### src/rtl/pgen_pkg.sv
// Shared types for the grid-locked pulse generator.
// Assumes nothing beyond a single clock domain.
package pgen_pkg;
    typedef enum logic [1:0] {
        PG_IDLE  = 2'd0,
        PG_SETUP = 2'd1,
        PG_RUN   = 2'd2,
        PG_FAULT = 2'd3
    } pg_state_e;
endpackage

### src/rtl/pgen_cfg_check.sv
// Configuration check: flags an unusable period, phase or on-time and
// selects the effective on-time (half the period when none is given).
// Purely combinational; the caller captures the results.
module pgen_cfg_check #(
    parameter int TW = 64
) (
    input  logic [TW-1:0] period,
    input  logic [TW-1:0] phase,
    input  logic [TW-1:0] on_time,
    input  logic          on_valid,
    output logic          bad,
    output logic [TW-1:0] on_eff
);
    // Rejection rules and default duty selection.
    always_comb begin
        bad    = (period == '0) || (phase >= period) ||
                 (on_valid && (on_time > period));
        on_eff = on_valid ? on_time : (period >> 1);
    end
endmodule

### src/rtl/pgen_rem_div.sv
// Serial remainder unit: computes dividend mod divisor, one bit per clock.
// 'start' loads the operands. The last step is flagged by 'last', with
// the final remainder on rem_next in that same cycle. Assumes divisor != 0.
module pgen_rem_div #(
    parameter int TW = 64
) (
    input  logic          clk,
    input  logic          rst_n,
    input  logic          start,
    input  logic [TW-1:0] dividend,
    input  logic [TW-1:0] divisor,
    output logic          last,
    output logic [TW-1:0] rem_next
);
    localparam int CW = $clog2(TW + 1);

    logic          busy;
    logic [CW-1:0] cnt;
    logic [TW-1:0] dq;
    logic [TW-1:0] dv;
    logic [TW-1:0] rem;
    logic [TW:0]   trial;
    logic [TW:0]   diff;

    // One restoring step: shift in the next dividend bit, subtract if it fits.
    always_comb begin
        trial    = {rem, dq[TW-1]};
        diff     = trial - {1'b0, dv};
        rem_next = (trial >= {1'b0, dv}) ? diff[TW-1:0] : trial[TW-1:0];
        last     = busy && (cnt == CW'(1));
    end

    // Operand capture and step sequencing.
    always_ff @(posedge clk) begin
        if (!rst_n) begin
            busy <= 1'b0;
            cnt  <= '0;
            dq   <= '0;
            dv   <= '0;
            rem  <= '0;
        end else if (start) begin
            busy <= 1'b1;
            cnt  <= CW'(TW);
            dq   <= dividend;
            dv   <= divisor;
            rem  <= '0;
        end else if (busy) begin
            rem  <= rem_next;
            dq   <= {dq[TW-2:0], 1'b0};
            cnt  <= cnt - CW'(1);
            if (cnt == CW'(1)) busy <= 1'b0;
        end
    end
endmodule

### src/rtl/pgen_grid_pos.sv
// Grid position: (rem + wofs - phase) mod period. The inputs rem, wofs and
// phase must each be below period. Combinational, with one guard bit.
module pgen_grid_pos #(
    parameter int TW = 64
) (
    input  logic [TW-1:0] rem,
    input  logic [TW-1:0] wofs,
    input  logic [TW-1:0] phase,
    input  logic [TW-1:0] period,
    output logic [TW-1:0] pos
);
    logic [TW:0] s;
    logic [TW:0] s2;
    logic [TW:0] d;

    // Two conditional corrections bring the sum back into [0, period).
    always_comb begin
        s   = {1'b0, rem} + {1'b0, wofs};
        s2  = (s >= {1'b0, period}) ? (s - {1'b0, period}) : s;
        d   = (s2 >= {1'b0, phase}) ? (s2 - {1'b0, phase})
                                    : (s2 + {1'b0, period} - {1'b0, phase});
        pos = d[TW-1:0];
    end
endmodule

### src/rtl/grid_pulse_gen.sv
// Grid-locked periodic pulse generator. It captures the configuration on
// enable, finds the counter's place in the period grid over TW clocks,
// and starts at the next grid point. Output is high while
// (t - phase) mod period < on-time.
// Assumes time_cnt advances by exactly one per clock.
module grid_pulse_gen #(
    parameter int TW = 64
) (
    input  logic          clk,
    input  logic          rst_n,
    input  logic [TW-1:0] time_cnt,
    input  logic          cfg_enable,
    input  logic [TW-1:0] cfg_period,
    input  logic [TW-1:0] cfg_phase,
    input  logic [TW-1:0] cfg_on_time,
    input  logic          cfg_on_valid,
    output logic          pulse_out,
    output logic          cfg_error
);
    import pgen_pkg::*;

    localparam logic [TW:0] ONE = (TW + 1)'(1);

    pg_state_e     state;
    logic [TW-1:0] per_r, ph_r, on_r;
    logic [TW-1:0] wofs, pos;
    logic          started;

    logic          bad;
    logic [TW-1:0] on_eff;
    logic          div_start, div_last;
    logic [TW-1:0] div_rem;
    logic [TW-1:0] pos_calc, w_next, pos_inc, pos_n;
    logic [TW:0]   w_sum, p_sum;
    logic          start_n, hi_n;

    pgen_cfg_check #(.TW(TW)) u_check (
        .period   (cfg_period),
        .phase    (cfg_phase),
        .on_time  (cfg_on_time),
        .on_valid (cfg_on_valid),
        .bad      (bad),
        .on_eff   (on_eff)
    );

    assign div_start = (state == PG_IDLE) && cfg_enable && !bad;

    pgen_rem_div #(.TW(TW)) u_div (
        .clk      (clk),
        .rst_n    (rst_n),
        .start    (div_start),
        .dividend (time_cnt),
        .divisor  (cfg_period),
        .last     (div_last),
        .rem_next (div_rem)
    );

    pgen_grid_pos #(.TW(TW)) u_pos (
        .rem    (div_rem),
        .wofs   (w_next),
        .phase  (ph_r),
        .period (per_r),
        .pos    (pos_calc)
    );

    // Modulo-period increments of the setup offset and the run position.
    always_comb begin
        w_sum   = {1'b0, wofs} + ONE;
        p_sum   = {1'b0, pos} + ONE;
        w_next  = (w_sum == {1'b0, per_r}) ? '0 : w_sum[TW-1:0];
        pos_inc = (p_sum == {1'b0, per_r}) ? '0 : p_sum[TW-1:0];
        pos_n   = (state == PG_SETUP) ? pos_calc : pos_inc;
        start_n = started || (pos_n == '0);
        hi_n    = start_n && (pos_n < on_r);
    end

    // Control sequence: capture, setup, run, or fault.
    always_ff @(posedge clk) begin
        if (!rst_n) begin
            state     <= PG_IDLE;
            per_r     <= '0;
            ph_r      <= '0;
            on_r      <= '0;
            wofs      <= '0;
            pos       <= '0;
            started   <= 1'b0;
            pulse_out <= 1'b0;
            cfg_error <= 1'b0;
        end else if (!cfg_enable) begin
            state     <= PG_IDLE;
            started   <= 1'b0;
            pulse_out <= 1'b0;
            cfg_error <= 1'b0;
        end else begin
            case (state)
                PG_IDLE: begin
                    per_r <= cfg_period;
                    ph_r  <= cfg_phase;
                    on_r  <= on_eff;
                    wofs  <= '0;
                    if (bad) begin
                        state     <= PG_FAULT;
                        cfg_error <= 1'b1;
                    end else begin
                        state <= PG_SETUP;
                    end
                end
                PG_SETUP: begin
                    wofs <= w_next;
                    if (div_last) begin
                        pos       <= pos_n;
                        started   <= start_n;
                        pulse_out <= hi_n;
                        state     <= PG_RUN;
                    end
                end
                PG_RUN: begin
                    pos       <= pos_n;
                    started   <= start_n;
                    pulse_out <= hi_n;
                end
                default: begin
                    pulse_out <= 1'b0;
                end
            endcase
        end
    end
endmodule

### config.mk
export PLATFORM = sky130hd
export DESIGN_NAME = grid_pulse_gen
export DESIGN_NICKNAME = d
export VERILOG_FILES = /design/src/rtl/pgen_pkg.sv /design/src/rtl/pgen_cfg_check.sv /design/src/rtl/pgen_rem_div.sv /design/src/rtl/pgen_grid_pos.sv /design/src/rtl/grid_pulse_gen.sv
export SDC_FILE = /design/constraint.sdc
export NUM_CORES = 2
export LEC_CHECK = 0
export BUFFER_PORTS_ARGS = -buffer_cell sky130_fd_sc_hd__buf_2
export CORE_AREA = 4 4 316 318
export CTS_CLUSTER_SIZE = 20
export DETAILED_ROUTE_END_ITERATION = 12
export DIE_AREA = 0 0 320 322
export GPL_TIMING_DRIVEN = 0
export PLACE_DENSITY = 0.87
export SLEW_MARGIN = 10
export SYNTH_ARGS = -nofsm -noshare
export SYNTH_HDL_FRONTEND = slang
export SYNTH_SLANG_ARGS = --single-unit
### constraint.sdc
create_clock -name clk -period 17.3 [get_ports clk]
set_input_delay 0.865 -clock clk [delete_from_list [all_inputs] [get_ports clk]]
set_output_delay 0.865 -clock clk [all_outputs]
set_load 0.03 [all_outputs]
# After elaboration in Yosys (flattened, before gate mapping)
# Index checks and enable logic that the tools add are counted.
[word_totals] n_memories=0 inputBits=260 mem_bits_ro=0 latchBits=0 ramBits=0 regBits=525
[classes] eq_ne=6 bitwise=2 mul=0 reduce_logical=24 shifts=0 muxes=24 div_mod_pow=0 n_lt_le_gt_ge=6 add_sub_neg=9
[op_table] op="$mux W64" count=9
[op_table] op="$pmux W64 S2" count=2
[op_table] op="$ge A65 B64 Y1" count=3
[op_table] op="$sub A64 B64 Y64" count=3
[op_table] op="$add A64 B1 Y65 const B" count=2
[op_table] op="$eq A65 B64 Y1" count=2
[op_table] op="$logic_not A64 Y1" count=2
[op_table] op="$add A64 B64 Y65" count=1
[op_table] op="$mux W65" count=1
[op_table] op="$sub A65 B64 Y65" count=1
[op_table] op="$add A64 B64 Y64" count=1
[op_table] op="$ge A64 B64 Y1" count=1
[op_table] op="$gt A64 B64 Y1" count=1
[op_table] op="$lt A64 B64 Y1" count=1
[op_table] op="$mux W7" count=2
[op_table] op="$reduce_and A2 Y1" count=7
[op_table] op="$eq A7 B1 Y1 const B" count=1
[op_table] op="$sub A7 B1 Y7 const B" count=1
[op_table] op="$reduce_bool A2 Y1" count=3
[op_table] op="$logic_and A1 B1 Y1" count=5
[op_table] op="$mux W1" count=5
[op_table] op="$mux W2" count=2
[op_table] op="$pmux W2 S2" count=1
[op_table] op="$logic_or A1 B1 Y1" count=3
[op_table] op="10 further kinds" count=11

# Depth between registers and ports, before layout
[depth] depth_word=15 ltp_mapped=84 ltp_nobuf=81

# Cells and area by module
# A second synthesis with hierarchy kept.
[unflattened] hier_cells=7965 area_unflattened_um2=57764.2
[by_module_without_submodules] module="grid_pulse_gen" n_inst=1 area_per_inst_um2=22322.7 cells_per_inst=3069
[by_module_without_submodules] module="pgen_grid_pos" n_inst=1 area_per_inst_um2=18443.9 cells_per_inst=2709
[by_module_without_submodules] module="pgen_rem_div" n_inst=1 area_per_inst_um2=13281.5 cells_per_inst=1647
[by_module_without_submodules] module="pgen_cfg_check" n_inst=1 area_per_inst_um2=3716.1 cells_per_inst=540

# Least setup slack after synthesis
# No wires, ideal clock.
[synth_path] path_kind="register to register" startpoint="register u_div.dv[1]" endpoint="register pulse_out" path_slack_ps=1184 stages_incl_launch_ff=82 arrival_time_ps=16046 setup_ps=70 path_buffers=6 required_ps=17230 path_cell_list="dfxtp_1 > inv_1 > ha_1 > nor2b_1 > o21ai_0 > a21boi_0 > o21ai_0 > nand2b_1 > a21o_1 > o21ai_0 > o31a_1 > o31ai_1 > a41oi_1 > o211ai_1 > a31oi_1 > o21ai_1 > a31o_2 > clkbuf_1 > [... 46 more ...] > o21bai_1 > a21oi_1 > xnor2_1 > a221o_1 > ha_1 > a21o_1 > a21oi_1 > nor2b_1 > o21ai_0 > nand2b_1 > a21oi_1 > nor2b_1 > o21ai_0 > nand3_1 > a211oi_1 > nand2_1 > and4bb_1 > o2bb2ai_1"
[synth_via] elab_chain_len=14 word_cells_on_any_way=19 cone_classes="6 x add/sub; 4 x order compare; 6 x mux; 3 x reduce/logical"
[synth_lines] element="start: declaration" line="pgen_rem_div.sv:20" text="logic [TW-1:0] dv;"
[synth_lines] element="start signal: assignment" line="pgen_rem_div.sv:45" text="dv <= divisor;"
[synth_lines] element="$ge A65 B64 Y1 *" line="pgen_rem_div.sv:29" text="rem_next = (trial >= {1'b0, dv}) ? diff[TW-1:0] : trial[TW-1:0];"
[synth_lines] element="$mux W64 *" line="pgen_rem_div.sv:29"
[synth_lines] element="named net div_rem[0]" line="grid_pulse_gen.sv:32" text="logic [TW-1:0] div_rem;"
[synth_lines] element="$add A64 B64 Y65 *" line="pgen_grid_pos.sv:18" text="s = {1'b0, rem} + {1'b0, wofs};"
[synth_lines] element="$sub A65 B64 Y65 / $ge A65 B64 Y1 (equally long branches)" line="pgen_grid_pos.sv:19" text="s2 = (s >= {1'b0, period}) ? (s - {1'b0, period}) : s;"
[synth_lines] element="$mux W65 *" line="pgen_grid_pos.sv:19"
[synth_lines] element="$add A64 B64 Y64" line="pgen_grid_pos.sv:21" text=": (s2 + {1'b0, period} - {1'b0, phase});"
[synth_lines] element="$sub A64 B64 Y64" line="pgen_grid_pos.sv:21"
[synth_lines] element="$mux W64 *" line="pgen_grid_pos.sv:20" text="d = (s2 >= {1'b0, phase}) ? (s2 - {1'b0, phase})"
[synth_lines] element="$mux W64 *" line="grid_pulse_gen.sv:72" text="pos_n = (state == PG_SETUP) ? pos_calc : pos_inc;"
[synth_lines] element="named net pos_n[57]" line="grid_pulse_gen.sv:33" text="logic [TW-1:0] pos_calc, w_next, pos_inc, pos_n;"
[synth_lines] element="branches (longest 2 deep; another with $lt A64 B64 Y1)"
[synth_lines] element="$logic_and A1 B1 Y1 *" line="grid_pulse_gen.sv:74" text="hi_n = start_n && (pos_n < on_r);"
[synth_lines] element="$mux W1" line="grid_pulse_gen.sv:110" text="if (div_last) begin"
[synth_lines] element="$pmux W1 S3 *" line="grid_pulse_gen.sv:95" text="case (state)"
[synth_lines] element="end signal: assignment" line="grid_pulse_gen.sv:113" text="pulse_out <= hi_n;"
[synth_lines] element="end signal: assignment" line="grid_pulse_gen.sv:120" text="pulse_out <= hi_n;"
[synth_lines] element="end: declaration" line="grid_pulse_gen.sv:17" text="output logic pulse_out,"
# Mark *: on every way through the listed nets, which the timed path passes. The select of a mux whose other input is x is not followed.
# A chain may end at the register's enable or synchronous reset.

# Final worst setup path
[layout_path] startpoint="register u_div.rem[13]" endpoint="register pulse_out"
[layout_via] elab_chain_len=14 word_cells_on_any_way=19 cone_classes="6 x add/sub; 4 x order compare; 6 x mux; 3 x reduce/logical"
[layout_lines] element="start: declaration" line="pgen_rem_div.sv:21" text="logic [TW-1:0] rem;"
[layout_lines] element="start signal: assignment" line="pgen_rem_div.sv:48" text="rem <= rem_next;"
[layout_lines] element="$ge A65 B64 Y1 *" line="pgen_rem_div.sv:29"
[layout_lines] element="$mux W64 *" line="pgen_rem_div.sv:29"
[layout_lines] element="named net div_rem[4]" line="grid_pulse_gen.sv:32"
[layout_lines] element="$add A64 B64 Y65 *" line="pgen_grid_pos.sv:18"
[layout_lines] element="$sub A65 B64 Y65 / $ge A65 B64 Y1 (equally long branches)" line="pgen_grid_pos.sv:19"
[layout_lines] element="$mux W65 *" line="pgen_grid_pos.sv:19"
[layout_lines] element="$add A64 B64 Y64" line="pgen_grid_pos.sv:21"
[layout_lines] element="$sub A64 B64 Y64" line="pgen_grid_pos.sv:21"
[layout_lines] element="$mux W64 *" line="pgen_grid_pos.sv:20"
[layout_lines] element="$mux W64 *" line="grid_pulse_gen.sv:72"
[layout_lines] element="named net pos_n[34]" line="grid_pulse_gen.sv:33"
[layout_lines] element="branches (longest 2 deep; another with $lt A64 B64 Y1)"
[layout_lines] element="$logic_and A1 B1 Y1 *" line="grid_pulse_gen.sv:74"
[layout_lines] element="$mux W1" line="grid_pulse_gen.sv:110"
[layout_lines] element="$pmux W1 S3 *" line="grid_pulse_gen.sv:95"
# Marked as above.

==> impl_metrics.csv <==
group,metric,value,unit
outcome,status,"finished with violations",
outcome,violations,"negative setup slack",
synthesis,ys_ff_latch,525,
worst_hold_path,hp-class,"flip-flop to flip-flop",
routing,routedWlPerCell,30.4,um
finish,finalNetCount,8275,
routing,m1WireLength,97500,um
timing,finalSetupViolations,1,
floorplanning,dieArea,0.103,mm2
clock_network,cts.htree.levels,3,
placed_design,dpl_cell_area,0.0559,mm2
worst_setup_path,r2r_slack,-120,ps
routing,wl_met2,106000,um
floorplanning,core,0.0966,mm2
worst_setup_path,cp.depth,79,
timing,finalMaxSlewViolations,0,
grt,grt_pass1_wl,368000,um
routing,highest_layer,"met5",
worst_setup_path,path_max_fanout,10,
clock_network,cts-root-buf,"clkbuf_16",
routing,drt-initial-drc-count,8857,
placed_design,portBuffers,259,
worst_setup_path,start_kind,"flip-flop",
synthesis,yosys_warnings,0,
worst_setup_path,arrival,17980,ps
timing,worst_pin_slew,1470,ps
clock_network,cts_tree,"done",
synthesis,ys_seq_area_frac,0.198,
worst_setup_path,regToRegEndpoint,"pulse_out$_SDFFE_PN0P_",
worst_setup_path,worstSetupStartpoint,"u_div.rem[13]$_SDFFE_PP0P_",
routing,postRouteAntennaNets,0,
finish,design_area,0.0609,mm2
placed_design,gp_congestion,1.13,
timing,relSlewSlack,0.0176,
routing,drc_errors,0,
synthesis,ys_types,103,
floorplanning,chipWidth,320,um
grt,overflow,0,
worst_setup_path,path_class,"flip-flop to flip-flop",
routing,avgViaCountPerCell,6.70,
timing,min_period,17420,ps
routing,dr_wl_met3,37000,um
worst_setup_path,reg2reg_depth,79,
worst_setup_path,path_delay_family,"compound AO/OA/AOI/OAI gates",
timing,fin_crit_sh,1.01,
synthesis,yosys_most_used_dff,"dfxtp_1",
clock_network,path_clk_slew,60,ps
placed_design,place_inst,8570,
worst_setup_path,cpMostUsedCell,"a21o_1",
worst_setup_path,cp_slowest_cell,"nor4_4",
synthesis,avgSynthCellArea,7.53,um2
routing,vias,58700,
timing,hold_violations,0,
timing,setup_ws,-123,ps
clock_network,insertion_delay,650,ps
finish,final_cells,8766,
clock_network,cts_buffers,67,
timing,skew,34.7,ps
placed_design,dp_hpwl,218000,um
flow_run,maxCapViolCount,0,
synthesis,synth_edf_count,0,
floorplanning,rows,114,
routing,wl,266000,um
timing,holdWs,464,ps
grt,grt_pass1_vias,54400,
floorplanning,io_pins,262,
worst_setup_path,crit_buf_inv,12,
worst_setup_path,reg2reg_from,"u_div.rem[13]$_SDFFE_PP0P_",
synthesis,syn_nets,7876,
timing,fmax,57.4,MHz
synthesis,syn-cell-area,0.0530,mm2
finish,syn2layout_area_growth,15.0,%
grt,grtUsageTotal,0.489,
grt,antenna_found_initial,17,
floorplanning,start_util,0.549,
finish,drive_gt1_frac,0.115,
worst_hold_path,hp-start,"ph_r[55]$_SDFFE_PN0P_",
worst_setup_path,max_stage_delay,500,ps
synthesis,synthArstFlopShare,0,
worst_setup_path,required,17860,ps
worst_setup_path,crit_path_end,"pulse_out$_SDFFE_PN0P_",
clock_network,cts.path.max_buffers,3,
synthesis,synth_cells,7033,
grt,grt_max_degree,15,
worst_setup_path,cp-end-kind,"flip-flop",
routing,dr.pass1.iters,9,
floorplanning,die_y,322,um
clock_network,cts_sinks,525,
cells in the final DEF (no fill, tap or decap), drive strengths merged, types with 171 or more instances in the layout:
master / count
a21oi: 444
a21boi: 171
buf: 409
ha: 516
nor2: 540
o21ai: 347
nand2: 799
a21o: 257
xnor2: 352
dfxtp: 525
clkbuf: 343
inv: 515
xor2: 181
nand3: 184
how the worst min path moves through the flow:
stage / slack [ps] / to / cells after the start
final: 460 / ph_r[55]$_SDFFE_PN0P_ / 2
after global routing: 470 / u_div.dq[18]$_SDFFE_PN0P_ / 2
after CTS: 450 / u_div.dq[35]$_SDFFE_PN0P_ / 2
after detailed placement: 460 / ph_r[54]$_SDFFE_PN0P_ / 2
after global placement: 450 / started$_SDFFE_PN0P_ / 2
after floorplan: 440 / started$_SDFFE_PN0P_ / 2
cells by family after synthesis:
group	synth area share
and+or+nand+nor	0.224
buffers and inverters	0.0613
DFF	0.198
muxes	0.0371
xor gates and xnor gates	0.0881
adders and majority gates	0.147
AOI/OAI and AO/OA	0.244
cell usage after synthesis (19+ instances only):
cell / instances / area [um2]
buf_2: 20 / 100
o31ai_1: 29 / 218
a21boi_0: 171 / 1280
o21a_1: 45 / 338
nand2_1: 798 / 3000
o211ai_1: 93 / 698
o211a_1: 150 / 1500
and2_1: 128 / 801
a21o_1: 257 / 1930
nor3_1: 148 / 741
buf_1: 26 / 97.6
or3_1: 25 / 156
and3_1: 72 / 450
fa_1: 67 / 1340
o21bai_1: 50 / 375
a31oi_1: 58 / 363
a31o_2: 19 / 166
o221ai_1: 25 / 219
inv_1: 510 / 1910
nor2b_1: 88 / 551
dfxtp_1: 525 / 10500
a21oi_1: 444 / 2220
xor2_1: 181 / 1590
nand4_1: 143 / 895
o21ai_0: 344 / 1720
mux2_2: 26 / 293
nor4_1: 59 / 369
nor2_1: 537 / 2020
nor3b_1: 50 / 375
nand3_1: 182 / 911
o22ai_1: 26 / 163
mux2i_1: 167 / 1670
clkbuf_1: 287 / 1080
ha_1: 516 / 6460
xnor2_1: 352 / 3080
or2_2: 29 / 181
a211oi_1: 33 / 248
nand2b_1: 96 / 601
final cells by class:
class,count,area (um2)
multi-input cells,5657,41000
clock buffers,84,1920
flip-flops and latches,525,10500
repair buffers,341,1940
plain buffers,328,1590
inverters,512,1920
well taps,1276,1600
diodes,12,30.0
fillers,8453,35600
clock inverters,31,443
worst min-delay path: stages (launching register included):
cell and delay (ps):
dfxtp_1 310, nand2_1 50, a21boi_0 60
repair_timing:
| action | 4_1_cts | 5_1_grt |
|---|---|---|
| pin swaps | 38 | 53 |
| gates cloned | 0 | 0 |
| setup buffers | 48 | 31 |
| hold buffers | 0 | 0 |
| endpoints found under the setup margin | 66 | 4 |
| gates resized for setup | 275 | 236 |
metrics by stage:
step / TNS (ps) / setup WS [ps] / utilization
6_report: -123 / -123 / 0.631
5_1_grt: -270 / -267 / 0.631
4_1_cts: 0 / 19.3 / 0.618
3_5_place_dp: -328870 / -8160 / 0.579
3_3_place_gp: -346060 / -8360 / 0.579
2_1_floorplan: 0 / 1180 / -
sequential cells by signal (all words and copies together) (netlist names):
name,count
on_r,64
ph_r,64
started,1
u_div.dq,64
u_div.rem,64
cfg_error,1
u_div.dv,64
pos,64
pulse_out,1
wofs,64
per_r,64
u_div.cnt,7
u_div.busy,1
state,2
routing by layer:
layer,up-vias,global-route usage
met2,4223,0.709
met1,27500,0.599
li1,25800,-
met4,16,0.360
met5,-,0
met3,1143,0.167
Power is left out: the tool's default activity adds up to more than one toggle a clock period on the data nets, which glitch-free logic cannot reach.
